--- src/rtl/qdr_burst_pkg.sv ---
package qdr_burst_pkg;

  // words per memory access
  localparam int BURST_LEN = 4;

  // strobes from the sequencer to the datapath
  typedef struct packed {
    logic wrLaunch;  // write request accepted this edge
    logic wrBeatLo;  // load words 0/1 onto the pins this edge
    logic wrBeatHi;  // load words 2/3 onto the pins this edge
    logic rdLaunch;  // read request accepted this edge
    logic rdCapLo;   // capture first read pair this edge
    logic rdCapHi;   // capture second read pair this edge
  } seqStrobes_t;

endpackage

--- src/rtl/qdr_burst_seq.sv ---
module qdr_burst_seq
  import qdr_burst_pkg::*;
#(
  parameter int RD_CAP_LAT = 2
) (
  input  logic        clk,
  input  logic        rstN,
  input  logic        wrValid,
  output logic        wrReady,
  input  logic        rdValid,
  output logic        rdReady,
  output logic        memWrSelN,
  output logic        memRdSelN,
  output seqStrobes_t strb
);

  localparam int PIPE_LEN = RD_CAP_LAT + 1;

  logic wrAct, wrPh1;
  logic rdAct;
  logic [PIPE_LEN:1] rdPipe;
  logic wrFire, rdFire;

  // a port that issued last edge must skip this edge
  assign wrReady = !wrAct;
  assign rdReady = !rdAct;
  assign wrFire  = wrValid && wrReady;
  assign rdFire  = rdValid && rdReady;

  always_ff @(posedge clk or negedge rstN) begin
    if (!rstN) begin
      wrAct  <= 1'b0;
      wrPh1  <= 1'b0;
      rdAct  <= 1'b0;
      rdPipe <= '0;
    end else begin
      wrAct  <= wrFire;
      wrPh1  <= wrAct;
      rdAct  <= rdFire;
      rdPipe <= {rdPipe[PIPE_LEN-1:1], rdAct};
    end
  end

  assign memWrSelN = !wrAct;
  assign memRdSelN = !rdAct;

  always_comb begin
    strb          = '0;
    strb.wrLaunch = wrFire;
    strb.wrBeatLo = wrAct;
    strb.wrBeatHi = wrPh1;
    strb.rdLaunch = rdFire;
    strb.rdCapLo  = rdPipe[RD_CAP_LAT];
    strb.rdCapHi  = rdPipe[PIPE_LEN];
  end


  // wr_spacing_chk
  wr_spacing_chk: assert property (@(posedge clk) disable iff (!rstN)
    !memWrSelN |=> memWrSelN);


  // rd_spacing_chk
  rd_spacing_chk: assert property (@(posedge clk) disable iff (!rstN)
    !memRdSelN |=> memRdSelN);


  // wr_launch_chk
  wr_launch_chk: assert property (@(posedge clk) disable iff (!rstN)
    !memWrSelN |-> $past(wrValid));


  // rd_launch_chk
  rd_launch_chk: assert property (@(posedge clk) disable iff (!rstN)
    !memRdSelN |-> $past(rdValid));

endmodule

--- src/rtl/qdr_burst_dp.sv ---
module qdr_burst_dp
  import qdr_burst_pkg::*;
#(
  parameter int ADDR_W    = 8,
  parameter int DATA_W    = 16,
  parameter int PACKED_RD = 0
) (
  input  logic                                      clk,
  input  logic                                      rstN,
  input  seqStrobes_t                               strb,
  input  logic [ADDR_W-1:0]                         wrAddr,
  input  logic [BURST_LEN*DATA_W-1:0]               wrData,
  input  logic [BURST_LEN*(DATA_W/8)-1:0]           wrByteEn,
  input  logic [ADDR_W-1:0]                         rdAddr,
  output logic                                      rdDataValid,
  output logic                                      rdLast,
  output logic [(PACKED_RD != 0 ? 4 : 2)*DATA_W-1:0] rdData,
  output logic [ADDR_W-1:0]                         memWrAddr,
  output logic [DATA_W/8-1:0]                       memByteSelRiseN,
  output logic [DATA_W/8-1:0]                       memByteSelFallN,
  output logic [DATA_W-1:0]                         memWrDataRise,
  output logic [DATA_W-1:0]                         memWrDataFall,
  output logic [ADDR_W-1:0]                         memRdAddr,
  input  logic [DATA_W-1:0]                         memRdDataRise,
  input  logic [DATA_W-1:0]                         memRdDataFall
);

  localparam int BYTES  = DATA_W / 8;
  localparam int PAIR_W = 2 * DATA_W;
  localparam int PAIR_B = 2 * BYTES;
  localparam int RD_W   = (PACKED_RD != 0 ? 4 : 2) * DATA_W;

  logic [ADDR_W-1:0]              wrAddrQ, rdAddrQ;
  logic [BURST_LEN*DATA_W-1:0]    wrBufQ;
  logic [BURST_LEN*BYTES-1:0]     enBufQ;
  logic [PAIR_W-1:0]              pairData;
  logic [PAIR_B-1:0]              pairEn;
  logic [DATA_W-1:0]              riseQ, fallQ;
  logic [BYTES-1:0]               selRiseNQ, selFallNQ;
  logic                           beatLo, beatHi, capLo, capHi;

  assign beatLo = strb.wrBeatLo;
  assign beatHi = strb.wrBeatHi;
  assign capLo  = strb.rdCapLo;
  assign capHi  = strb.rdCapHi;

  // request staging
  always_ff @(posedge clk or negedge rstN) begin
    if (!rstN) begin
      wrAddrQ <= '0;
      wrBufQ  <= '0;
      enBufQ  <= '0;
      rdAddrQ <= '0;
    end else begin
      if (strb.wrLaunch) begin
        wrAddrQ <= wrAddr;
        wrBufQ  <= wrData;
        enBufQ  <= wrByteEn;
      end
      if (strb.rdLaunch) begin
        rdAddrQ <= rdAddr;
      end
    end
  end

  // choose which pair of the staged burst goes out next
  always_comb begin
    if (beatHi) begin
      pairData = wrBufQ[PAIR_W +: PAIR_W];
      pairEn   = enBufQ[PAIR_B +: PAIR_B];
    end else begin
      pairData = wrBufQ[0 +: PAIR_W];
      pairEn   = enBufQ[0 +: PAIR_B];
    end
  end

  // write beat pins
  always_ff @(posedge clk or negedge rstN) begin
    if (!rstN) begin
      riseQ     <= '0;
      fallQ     <= '0;
      selRiseNQ <= '1;
      selFallNQ <= '1;
    end else if (beatLo || beatHi) begin
      riseQ     <= pairData[0 +: DATA_W];
      fallQ     <= pairData[DATA_W +: DATA_W];
      selRiseNQ <= ~pairEn[0 +: BYTES];
      selFallNQ <= ~pairEn[BYTES +: BYTES];
    end else begin
      riseQ     <= '0;
      fallQ     <= '0;
      selRiseNQ <= '1;
      selFallNQ <= '1;
    end
  end

  assign memWrAddr       = wrAddrQ;
  assign memRdAddr       = rdAddrQ;
  assign memWrDataRise   = riseQ;
  assign memWrDataFall   = fallQ;
  assign memByteSelRiseN = selRiseNQ;
  assign memByteSelFallN = selFallNQ;

  // read capture and return format
  logic            validQ, lastQ;
  logic [RD_W-1:0] dataQ;

  generate
    if (PACKED_RD != 0) begin : g_packed
      logic [PAIR_W-1:0] loHoldQ;
      always_ff @(posedge clk or negedge rstN) begin
        if (!rstN) begin
          loHoldQ <= '0;
          dataQ   <= '0;
          validQ  <= 1'b0;
          lastQ   <= 1'b0;
        end else begin
          validQ <= capHi;
          lastQ  <= capHi;
          if (capLo) loHoldQ <= {memRdDataFall, memRdDataRise};
          if (capHi) dataQ   <= {memRdDataFall, memRdDataRise, loHoldQ};
        end
      end


      // packed_single_chk
      packed_single_chk: assert property (@(posedge clk) disable iff (!rstN)
        validQ |-> lastQ && !$past(validQ));
    end else begin : g_beat
      always_ff @(posedge clk or negedge rstN) begin
        if (!rstN) begin
          dataQ  <= '0;
          validQ <= 1'b0;
          lastQ  <= 1'b0;
        end else begin
          validQ <= capLo || capHi;
          lastQ  <= capHi;
          if (capLo || capHi) dataQ <= {memRdDataFall, memRdDataRise};
        end
      end


      // beat_pair_chk
      beat_pair_chk: assert property (@(posedge clk) disable iff (!rstN)
        lastQ |-> validQ && $past(validQ) && !$past(lastQ));
    end
  endgenerate

  assign rdDataValid = validQ;
  assign rdLast      = lastQ;
  assign rdData      = dataQ;


  // bsel_idle_chk
  bsel_idle_chk: assert property (@(posedge clk) disable iff (!rstN)
    !$past(beatLo) && !$past(beatHi) |-> (&selRiseNQ) && (&selFallNQ) && riseQ == '0);

endmodule

--- src/rtl/qdr_burst_ctrl.sv ---
module qdr_burst_ctrl
  import qdr_burst_pkg::*;
#(
  parameter int ADDR_W     = 8,
  parameter int DATA_W     = 16,
  parameter int PACKED_RD  = 0,
  parameter int RD_CAP_LAT = 2
) (
  input  logic                                      clk,
  input  logic                                      rstN,
  input  logic                                      wrValid,
  output logic                                      wrReady,
  input  logic [ADDR_W-1:0]                         wrAddr,
  input  logic [BURST_LEN*DATA_W-1:0]               wrData,
  input  logic [BURST_LEN*(DATA_W/8)-1:0]           wrByteEn,
  input  logic                                      rdValid,
  output logic                                      rdReady,
  input  logic [ADDR_W-1:0]                         rdAddr,
  output logic                                      rdDataValid,
  output logic                                      rdLast,
  output logic [(PACKED_RD != 0 ? 4 : 2)*DATA_W-1:0] rdData,
  output logic                                      memWrSelN,
  output logic [ADDR_W-1:0]                         memWrAddr,
  output logic [DATA_W/8-1:0]                       memByteSelRiseN,
  output logic [DATA_W/8-1:0]                       memByteSelFallN,
  output logic [DATA_W-1:0]                         memWrDataRise,
  output logic [DATA_W-1:0]                         memWrDataFall,
  output logic                                      memRdSelN,
  output logic [ADDR_W-1:0]                         memRdAddr,
  input  logic [DATA_W-1:0]                         memRdDataRise,
  input  logic [DATA_W-1:0]                         memRdDataFall
);

  seqStrobes_t strb;

  qdr_burst_seq #(
    .RD_CAP_LAT(RD_CAP_LAT)
  ) i_seq (
    .clk       (clk),
    .rstN      (rstN),
    .wrValid   (wrValid),
    .wrReady   (wrReady),
    .rdValid   (rdValid),
    .rdReady   (rdReady),
    .memWrSelN (memWrSelN),
    .memRdSelN (memRdSelN),
    .strb      (strb)
  );

  qdr_burst_dp #(
    .ADDR_W   (ADDR_W),
    .DATA_W   (DATA_W),
    .PACKED_RD(PACKED_RD)
  ) i_dp (
    .clk             (clk),
    .rstN            (rstN),
    .strb            (strb),
    .wrAddr          (wrAddr),
    .wrData          (wrData),
    .wrByteEn        (wrByteEn),
    .rdAddr          (rdAddr),
    .rdDataValid     (rdDataValid),
    .rdLast          (rdLast),
    .rdData          (rdData),
    .memWrAddr       (memWrAddr),
    .memByteSelRiseN (memByteSelRiseN),
    .memByteSelFallN (memByteSelFallN),
    .memWrDataRise   (memWrDataRise),
    .memWrDataFall   (memWrDataFall),
    .memRdAddr       (memRdAddr),
    .memRdDataRise   (memRdDataRise),
    .memRdDataFall   (memRdDataFall)
  );

endmodule

--- config.mk ---
export PLATFORM = sky130hd
export DESIGN_NAME = qdr_burst_ctrl
export DESIGN_NICKNAME = d
export VERILOG_FILES = /design/src/rtl/qdr_burst_pkg.sv /design/src/rtl/qdr_burst_seq.sv /design/src/rtl/qdr_burst_dp.sv /design/src/rtl/qdr_burst_ctrl.sv
export SDC_FILE = /design/constraint.sdc
export NUM_CORES = 1
export LEC_CHECK = 0
export BUFFER_PORTS_ARGS = -buffer_cell sky130_fd_sc_hd__buf_2
export CORE_MARGIN = 1
export CORE_UTILIZATION = 50
export DETAILED_ROUTE_END_ITERATION = 8
export PLACE_DENSITY_LB_ADDON = 0.12
export SLEW_MARGIN = 20
export SYNTH_ARGS = -nofsm -noshare
export SYNTH_HDL_FRONTEND = slang
export SYNTH_SLANG_ARGS = --single-unit
--- constraint.sdc ---
create_clock -name clk -period 1.83 [get_ports clk]
set_clock_uncertainty 0.1 [all_clocks]
set_input_delay 0.0915 -clock clk [delete_from_list [all_inputs] [get_ports clk]]
set_output_delay 0.0915 -clock clk [all_outputs]
set_load 0.02 [all_outputs]
==> impl_metrics.env, run 1 <==
export IMPL_core_area_um2=12200
export IMPL_synth_nets=474
export IMPL_worst_pin_slew_ns=0.541
export IMPL_synthArstFlopShare_pct=100
export IMPL_dr_wl_met2_um=7730
export IMPL_yosysMostFrequentCell="dfrtp_1"
export IMPL_overflow=0
export IMPL_critical_path_top_delay_family="flip-flops"
export IMPL_grt_max_degree=57
export IMPL_synthTopCellsByCount="dfrtp_1, mux2_4, mux2_2, a22o_1, buf_12"
export IMPL_syn_instance_count=350
export IMPL_grt_pass1_wl_um=23500
export IMPL_path_max_fanout=40
export IMPL_outcome="complete, no violations"
export IMPL_ys_seq_area_share_pct=64.3
export IMPL_dp_hpwl_um=8800
export IMPL_area_growth_pct=46.8
export IMPL_clkLatencyLatePin_ns=0.42
export IMPL_wire_per_inst_um=16.9
export IMPL_drc=0
export IMPL_worstSetupStartpointType="register"
export IMPL_cts_made_buffers=17
export IMPL_max_freq_ghz=0.654
export IMPL_wl_met3_um=1000
export IMPL_relSlewSlack_pct=64.0
export IMPL_grt_pass1_vias=4669
export IMPL_required_ns=2.03
export IMPL_max_cap_violations=0
export IMPL_leakagePower_nw=4.63
export IMPL_slowest_stage="dfrtp_1"
export IMPL_r2r_start="i_seq.wrAct"
export IMPL_rsz0062_at_grt="no"
export IMPL_wl_met1_um=5780
export IMPL_fin_crit_ns=1.53
export IMPL_ys_top_cells_by_area="dfrtp_1, mux2_4, mux2_2"
export IMPL_synth_edff_count=0
export IMPL_cts_root_buf="clkbuf_16"
export IMPL_drt_initial_drc_count=150
export IMPL_min_path_type="primary input to async pin"
export IMPL_die_h_um=115
export IMPL_highest_layer="met4"
export IMPL_syn_cell_area_um2=6390
export IMPL_synth_top_area_cell="dfrtp_1"
export IMPL_yosysWarnings=0
export IMPL_end_kind="register"
export IMPL_ir_drop_mv=0.709
export IMPL_nets=820
export IMPL_cts_tree="done"
export IMPL_cts_sinks=164
export IMPL_multi_input_area_um2=2000
export IMPL_finalSetupViolCount=0
export IMPL_final_setup_tns_ns=0
export IMPL_finalCritPeriodShare_pct=83.5
export IMPL_ys_seq_elements=164
export IMPL_io_pin_count=214
export IMPL_arrival_ns=1.73
export IMPL_path_clk_slew_ns=0.06
export IMPL_numPortBuffers=213
export IMPL_antenna_left=0
export IMPL_dr_pass1_iters=4
export IMPL_crit_chain="nor2b_4 -> buf_12 -> mux2_2"
export IMPL_vias=4239
export IMPL_slew_violations=0
export IMPL_dieArea_um2=13200
export IMPL_syn_area_per_cell_um2=18.3
export IMPL_hold_viol=0
export IMPL_wirelength_um=14800
export IMPL_die_x_um=115
export IMPL_synth_flop_cell="dfrtp_1"
export IMPL_post_cts_buffers=0
export IMPL_routed_via_density=4.83
export IMPL_track_usage_pct=23.9
export IMPL_start_util_pct=52.3
export IMPL_rows=40
export IMPL_crit_type="register to register"
export IMPL_r2r_slack_ns=0.30
export IMPL_synth_top_area_share_pct=62.7
export IMPL_cpPeakStageDelay_ns=0.43
export IMPL_r2r_end="i_dp.enBufQ[7]"
export IMPL_crit_buf_inv=1
export IMPL_layout_drive_gt1_share_pct=53.9
export IMPL_powerDensity_nw_per_um2=1040
export IMPL_nFillCells=761
export IMPL_utilization_pct=76.8
export IMPL_clk_path_buf_depth=2
export IMPL_reg2regPathDepth=3
export IMPL_place_congestion=0.737
export IMPL_cts_htree_levels=4
export IMPL_antenna_found_initial=1
export IMPL_seq_area_um2=4110
export IMPL_synth_cell_types=15
[state kept, by name (all words and copies together) (netlist names), 2 cells and up]
| name | cells |
|---|---|
| i_dp.memWrDataRise | 16 |
| i_dp.memWrAddr | 8 |
| i_dp.memRdAddr | 8 |
| i_dp.memByteSelRiseN | 2 |
| i_dp.wrBufQ | 64 |
| i_dp.memByteSelFallN | 2 |
| i_seq.rdPipe | 3 |
| i_dp.memWrDataFall | 16 |
| i_dp.enBufQ | 8 |
| i_dp.rdData | 32 |
[repair_timing]
action | 4_1_cts | 5_1_grt
hold buffers | 122 | 0
endpoints found under the hold margin | 251 | 0
gates resized for setup | 0 | 0
[layout by cell type, fill, tap and decap left out, drive strengths merged]
cell	count
a22o	32
a22oi	4
buf	228
bufinv	1
clkbuf	30
clkinv	1
dfrtp	160
dfstp	4
diode	1
dlygate4sd3	122
inv	3
mux2	120
nor2	1
nor2b	3
[power breakdown]
part           switching [W]  internal [W]  total, W
logic               0.000877       0.00104   0.00192
clock network        0.00130       0.00217   0.00347
registers           0.000254       0.00413   0.00439
[how the worst max path moves through the flow]
| stage | start | end | depth (start not counted) |
|---|---|---|---|
| floorplan | i_seq.wrAct | i_dp.enBufQ[0] | 4 |
| global placement | i_seq.wrAct | i_dp.enBufQ[7] | 3 |
| detailed placement | i_seq.wrAct | i_dp.enBufQ[7] | 3 |
| CTS | i_seq.wrAct | i_dp.enBufQ[7] | 3 |
| global route | i_seq.wrAct | i_dp.enBufQ[7] | 3 |
| finish | i_seq.wrAct | i_dp.enBufQ[7] | 3 |
[final cells by class]
type / instances / area share (%)
sequential: 164 / 43.8
timing repair buffer: 350 / 26.2
multi-input combinational: 160 / 21.3
clock buffer: 30 / 5.91
tap: 168 / 2.24
clock inverter: 2 / 0.374
inverter: 3 / 0.120
antenna: 1 / 0.0267
[logic make-up (layout without fill, tap and decap cells)]
family,count (synthesis),count (layout),share of synthesized area [%]
multiplexers,120,120,25.8
AO/OA/AOI/OAI,36,36,4.86
flip-flops,164,164,64.3
buffers and inverters,26,385,4.60
other,0,1,0
AND/OR/NAND/NOR,4,4,0.431
[metrics by stage]
step                      hold WS (ns)  worst slack [ns]  power (W)  area [um^2]  instances
after floorplan                 -0.304             0.466    0.00555         6390        350
after global placement         -0.0138             0.334    0.00608         7560        723
after detailed placement      -0.00909             0.310    0.00614         7560        723
after CTS                       0.0910             0.296    0.00982         9370        877
after global routing            0.0881             0.259     0.0102         9380        878
final                            0.100             0.302    0.00977         9380        878
[routing by layer]
metal	GRT usage [%]	vias up
li1	-	1938
met2	42.0	149
met3	7.75	27
met1	26.7	2125
met4	10.3	0
met5	0	-
(Power assumes the default switching activity.)
==> run 2: changes to the inputs <==
- clock period: 1.83 -> 1.5 ns (I/O delays scaled with it)
==> run 2 against run 1 <==
Net effect: non-clock buffer count is 1 higher; register-to-register slack got worse by 0.29 ns; critical path depth is the same; worst hold slack lost 0.061 ns; via count fell by 0.54%; sequential power grew 22%; power is 27% higher; core utilization grew 0.65 points; count of clock-buffer cells in the layout fell by 6; flip-flop and latch count unchanged.
==> impl_metrics.env, run 2 (synthesized netlist as in run 1, its figures left out) <==
export IMPL_hold_viol=0
export IMPL_path_max_fanout=44
export IMPL_met1_usage_pct=27.7
export IMPL_swShare_pct=24.7
export IMPL_cts_made_buffers=17
export IMPL_sequentialPowerShare_pct=43.2
export IMPL_drt_initial_drc_count=156
export IMPL_finalCritPeriodShare_pct=99.5
export IMPL_rows=40
export IMPL_track_usage_pct=24.5
export IMPL_top_usage_layer="met2"
export IMPL_antenna_cells=0
export IMPL_top_register="i_dp.wrBufQ"
export IMPL_cts_tree="done"
export IMPL_reg2regPathDepth=3
export IMPL_pre_cts_ws_ns=-0.00660
export IMPL_rsz0062_at_grt="yes"
export IMPL_start_util_pct=52.3
export IMPL_mostFrequentLayoutCells="buf_2, dfrtp_1, dlygate4sd3_1"
export IMPL_met2_usage_pct=41.5
export IMPL_routed_via_density=4.80
export IMPL_required_ns=1.70
export IMPL_worst_pin_slew_ns=0.403
export IMPL_dp_hpwl_um=8860
export IMPL_relSlewSlack_pct=73.1
export IMPL_slew_violations=0
export IMPL_max_cap_violations=0
export IMPL_clkLatencyLatePin_ns=0.42
export IMPL_crit_type="register to register"
export IMPL_final_common_cell="buf_2"
export IMPL_final_cells=878
export IMPL_die_h_um=115
export IMPL_layout_drive_gt1_share_pct=54.4
export IMPL_cts_htree_levels=4
export IMPL_nets=821
export IMPL_max_freq_ghz=0.670
export IMPL_largest_reg_flops=64
export IMPL_ir_drop_mv=0.759
export IMPL_combPwrFrac_pct=19.0
export IMPL_cts_root_buf="clkbuf_16"
export IMPL_p_int_w=0.00933
export IMPL_dp_cells=724
export IMPL_dieArea_um2=13200
export IMPL_arrival_ns=1.69
export IMPL_numPortBuffers=213
export IMPL_final_setup_tns_ns=0
export IMPL_end_kind="register"
export IMPL_io_pin_count=214
export IMPL_cts_sinks=164
export IMPL_fin_ws_ns=0.00786
export IMPL_fin_crit_ns=1.49
export IMPL_dr_pass1_iters=4
export IMPL_wirelength_um=15100
export IMPL_post_cts_buffers=0
export IMPL_die_x_um=115
export IMPL_worstSetupStartpointType="register"
export IMPL_min_path_type="primary input to async pin"
export IMPL_clk_path_buf_depth=2
export IMPL_finalSetupViolCount=0
export IMPL_total_power_w=0.0124
export IMPL_powerDensity_nw_per_um2=1310
export IMPL_leakagePower_nw=4.66
export IMPL_area_growth_pct=48.0
export IMPL_outcome="complete, no violations"
export IMPL_core_area_um2=12200
export IMPL_hold_slack_ns=0.0390
export IMPL_antenna_left=0
export IMPL_grt_pass1_vias=4821
export IMPL_vias=4216
export IMPL_grt_pass1_wl_um=24100
export IMPL_p_sw_w=0.00306
export IMPL_grt_max_degree=47
export IMPL_place_congestion=0.749
export IMPL_use_met3_pct=7.49
export IMPL_clkPwrFrac_pct=37.8
export IMPL_drc=0
export IMPL_wire_per_inst_um=17.2
export IMPL_overflow=0
export IMPL_path_clk_slew_ns=0.06
export IMPL_antenna_found_initial=0
==> run 2: cell count changes in the layout (fill, tap and decap cells not counted), sizes merged <==
cell | before | now
diode | 1 | 0
bufinv | 1 | 4
buf | 228 | 229
clkinvlp | 0 | 2
clkbuf | 30 | 24
clkinv | 1 | 2
==> run 2: path summary, 6_finish.rpt <==
kind | slack [ns] | startpoint | endpoint
min | 0.04 | rstN | i_dp.wrBufQ[41]
min reg2reg | 0.26 | i_seq.rdPipe[1] | i_seq.rdPipe[2]
max in group asynchronous | 0.68 | rstN | i_dp.memRdAddr[2]
max reg2reg | 0.008 | i_seq.wrAct | i_dp.wrBufQ[6]
min in group clk | 0.07 | wrValid | i_seq.wrAct
max | 0.008 | i_seq.wrAct | i_dp.wrBufQ[6]
==> run 2: area by class of cell <==
cell class	count	area, um^2
Clock buffer	24	502
Clock inverter	8	145
Fill cell	764	2760
Inverter	3	11.3
Multi-Input combinational cell	160	2000
Sequential cell	164	4110
Tap cell	168	210
Timing Repair Buffer	351	2480
==> run 2: metrics by stage <==
| step | utilization [%] | area, um^2 |
|---|---|---|
| finish | 77.4 | 9460 |
| global route | 77.4 | 9460 |
| CTS | 77.4 | 9460 |
| detailed placement | 62.1 | 7580 |
| global placement | 62.1 | 7580 |
| floorplan | - | 6390 |
==> run 2: routing by layer <==
| metal | vias to the layer above | share of wire, % |
|---|---|---|
| met5 | - | 0 |
| met4 | 0 | 3.7 |
| met3 | 45 | 6.5 |
| met2 | 159 | 50 |
| met1 | 2075 | 39 |
| li1 | 1937 | - |
==> run 2: power groups by stage <==
stage	Combinational [W]	Clock (W)	Sequential (W)
floorplan	0.00102	0	0.00575
global placement	0.00205	0	0.00539
detailed placement	0.00209	0	0.00541
CTS	0.00235	0.00476	0.00535
global route	0.00252	0.00495	0.00542
finish	0.00236	0.00468	0.00535
==> run 2: what timing repair did <==
item                                   in CTS  in global routing
pin swaps                                   0                  0
hold buffers                              122                  0
endpoints found under the hold margin     285                  0
resized for setup                           1                  0
setup endpoints to repair                   1                 49
==> run 2: critical path: stages, from the launching register on <==
cell     delay (ns)
dfrtp_1        0.40
nor2b_4        0.18
buf_12         0.33
mux2_4         0.34
==> run 3: changes to the inputs <==
- HOLD_SLACK_MARGIN: unset -> 0.1
==> run 3 against run 2 <==
Net effect: combinational power hardly changed; via count hardly changed; first-iteration DRC count is 0.64% lower; non-clock buffer count is 2 higher; die area stayed put; worst hold slack better by 0.22 ns; power hardly changed; flip-flop and latch count stayed put; cell area is 0.21% higher; final cell count is 0.23% higher; maximum frequency hardly changed; sequential power hardly changed.
==> impl_metrics.env, run 3 (synthesized netlist as in run 1, its figures left out) <==
export IMPL_antenna_left=0
export IMPL_drt_initial_drc_count=155
export IMPL_powerDensity_nw_per_um2=1310
export IMPL_core_area_um2=12200
export IMPL_antenna_cells=0
export IMPL_finalCritPeriodShare_pct=99.5
export IMPL_min_delay_start="i_seq.rdPipe[1]"
export IMPL_mostFrequentLayoutCells="buf_2, dfrtp_1, dlygate4sd3_1"
export IMPL_die_h_um=115
export IMPL_start_util_pct=52.3
export IMPL_worstSetupStartpointType="register"
export IMPL_top_register="i_dp.wrBufQ"
export IMPL_total_power_w=0.0124
export IMPL_drc=0
export IMPL_cpPeakStageDelay_ns=0.40
export IMPL_cts_htree_levels=4
export IMPL_slew_violations=0
export IMPL_leakagePower_nw=4.67
export IMPL_numPortBuffers=213
export IMPL_final_common_cell="buf_2"
export IMPL_dr_pass1_iters=4
export IMPL_crit_chain="nor2b_4 -> buf_12 -> mux2_4"
export IMPL_io_pin_count=214
export IMPL_rsz0062_at_grt="yes"
export IMPL_nets=823
export IMPL_worst_pin_slew_ns=0.403
export IMPL_min_path_type="register to register"
export IMPL_routed_via_density=4.79
export IMPL_wire_per_inst_um=17.1
export IMPL_end_kind="register"
export IMPL_nFillCells=763
export IMPL_layout_drive_gt1_share_pct=54.2
export IMPL_track_usage_pct=24.4
export IMPL_hold_viol=0
export IMPL_r2r_slack_ns=0.008
export IMPL_cts_made_buffers=17
export IMPL_hold_slack_ns=0.260
export IMPL_overflow=0
export IMPL_grt_pass1_wl_um=24100
export IMPL_clkLatencyLatePin_ns=0.42
export IMPL_max_cap_violations=0
export IMPL_wirelength_um=15100
export IMPL_antenna_found_initial=0
export IMPL_crit_type="register to register"
export IMPL_required_ns=1.70
export IMPL_outcome="complete, no violations"
export IMPL_place_congestion=0.749
export IMPL_relSlewSlack_pct=73.1
export IMPL_area_growth_pct=48.3
export IMPL_path_max_fanout=44
export IMPL_hold_path_endpoint="i_seq.rdPipe[2]"
export IMPL_finalSetupViolCount=0
export IMPL_cts_tree="done"
export IMPL_clk_path_buf_depth=2
export IMPL_cts_root_buf="clkbuf_16"
export IMPL_r2r_start="i_seq.wrAct"
export IMPL_fin_crit_ns=1.49
export IMPL_grt_pass1_vias=4797
export IMPL_max_freq_ghz=0.670
export IMPL_vias=4218
export IMPL_dp_hpwl_um=8860
export IMPL_cts_sinks=164
export IMPL_dieArea_um2=13200
export IMPL_slowest_stage="dfrtp_1"
export IMPL_rows=40
export IMPL_largest_reg_flops=64
export IMPL_arrival_ns=1.69
export IMPL_path_clk_slew_ns=0.06
export IMPL_r2r_end="i_dp.wrBufQ[6]"
export IMPL_holdPathStages=0
export IMPL_ir_drop_mv=0.758
export IMPL_post_cts_buffers=0
export IMPL_grt_max_degree=47
export IMPL_die_x_um=115
export IMPL_reg2regPathDepth=3
## run 3: cell types whose count changed in the layout (fill, tap and decap cells not counted), sizes merged
cell	previous run	this run
dlygate4sd3	122	124
## run 3: critical path: cells and delay by family, from the launching register on
family                 cells  cell delay, ns
buffers and inverters      1            0.33
multiplexers               1            0.34
flip-flops                 1            0.40
AND/OR/NAND/NOR            1            0.18
## run 3: final cells by class
type,count,area (um^2),area share (%)
clock buffers,24,502,5.30
flip-flops and latches,164,4110,43.4
repair buffers,353,2500,26.3
inverters,3,11.3,0.119
well taps,168,210,2.22
multi-input cells,160,2000,21.1
clock inverters,8,145,1.53
## run 3: routing by layer
metal  up-vias  part of all wire (%)  global-route usage, %
met5         -                     0                      0
met4         0                   3.7                   13.8
met3        45                   6.3                   7.27
met2       157                    50                   41.1
met1      2074                    40                   27.9
li1       1942                     -                      -
## run 3: timing repair
item	4_1_cts	5_1_grt
resized for setup	1	0
setup endpoints to repair	1	49
hold buffers	124	0
cloned	0	0
endpoints found under the hold margin	286	0
## run 3: where the power goes
part | switching (W) | total [W] | internal [W]
clock network | 0.00167 | 0.00467 | 0.00300
registers | 0.000310 | 0.00535 | 0.00504
logic | 0.00107 | 0.00236 | 0.00129
## run 3: worst max-delay path by stage
stage | to | start | depth (start not counted) | slack, ns
6_report | i_dp.wrBufQ[6] | i_seq.wrAct | 3 | 0.008
2_1_floorplan | i_dp.enBufQ[0] | i_seq.wrAct | 4 | 0.14
3_5_place_dp | i_dp.enBufQ[7] | i_seq.wrAct | 3 | -0.007
3_3_place_gp | i_dp.enBufQ[7] | i_seq.wrAct | 3 | 0.008
4_1_cts | i_dp.wrBufQ[6] | i_seq.wrAct | 3 | 0.006
5_1_grt | i_dp.wrBufQ[6] | i_seq.wrAct | 3 | -0.05
## run 3: metrics by stage
stage / cells / setup slack [ns] / area [um^2] / utilization, % / setup TNS [ns]
after floorplan: 350 / 0.136 / 6390 / - / 0
after global placement: 724 / 0.00819 / 7580 / 62.1 / 0
after detailed placement: 724 / -0.00660 / 7580 / 62.1 / -0.00660
after CTS: 880 / 0.00601 / 9480 / 77.6 / 0
after global routing: 880 / -0.0452 / 9480 / 77.6 / -1.48
final: 880 / 0.00807 / 9480 / 77.6 / 0
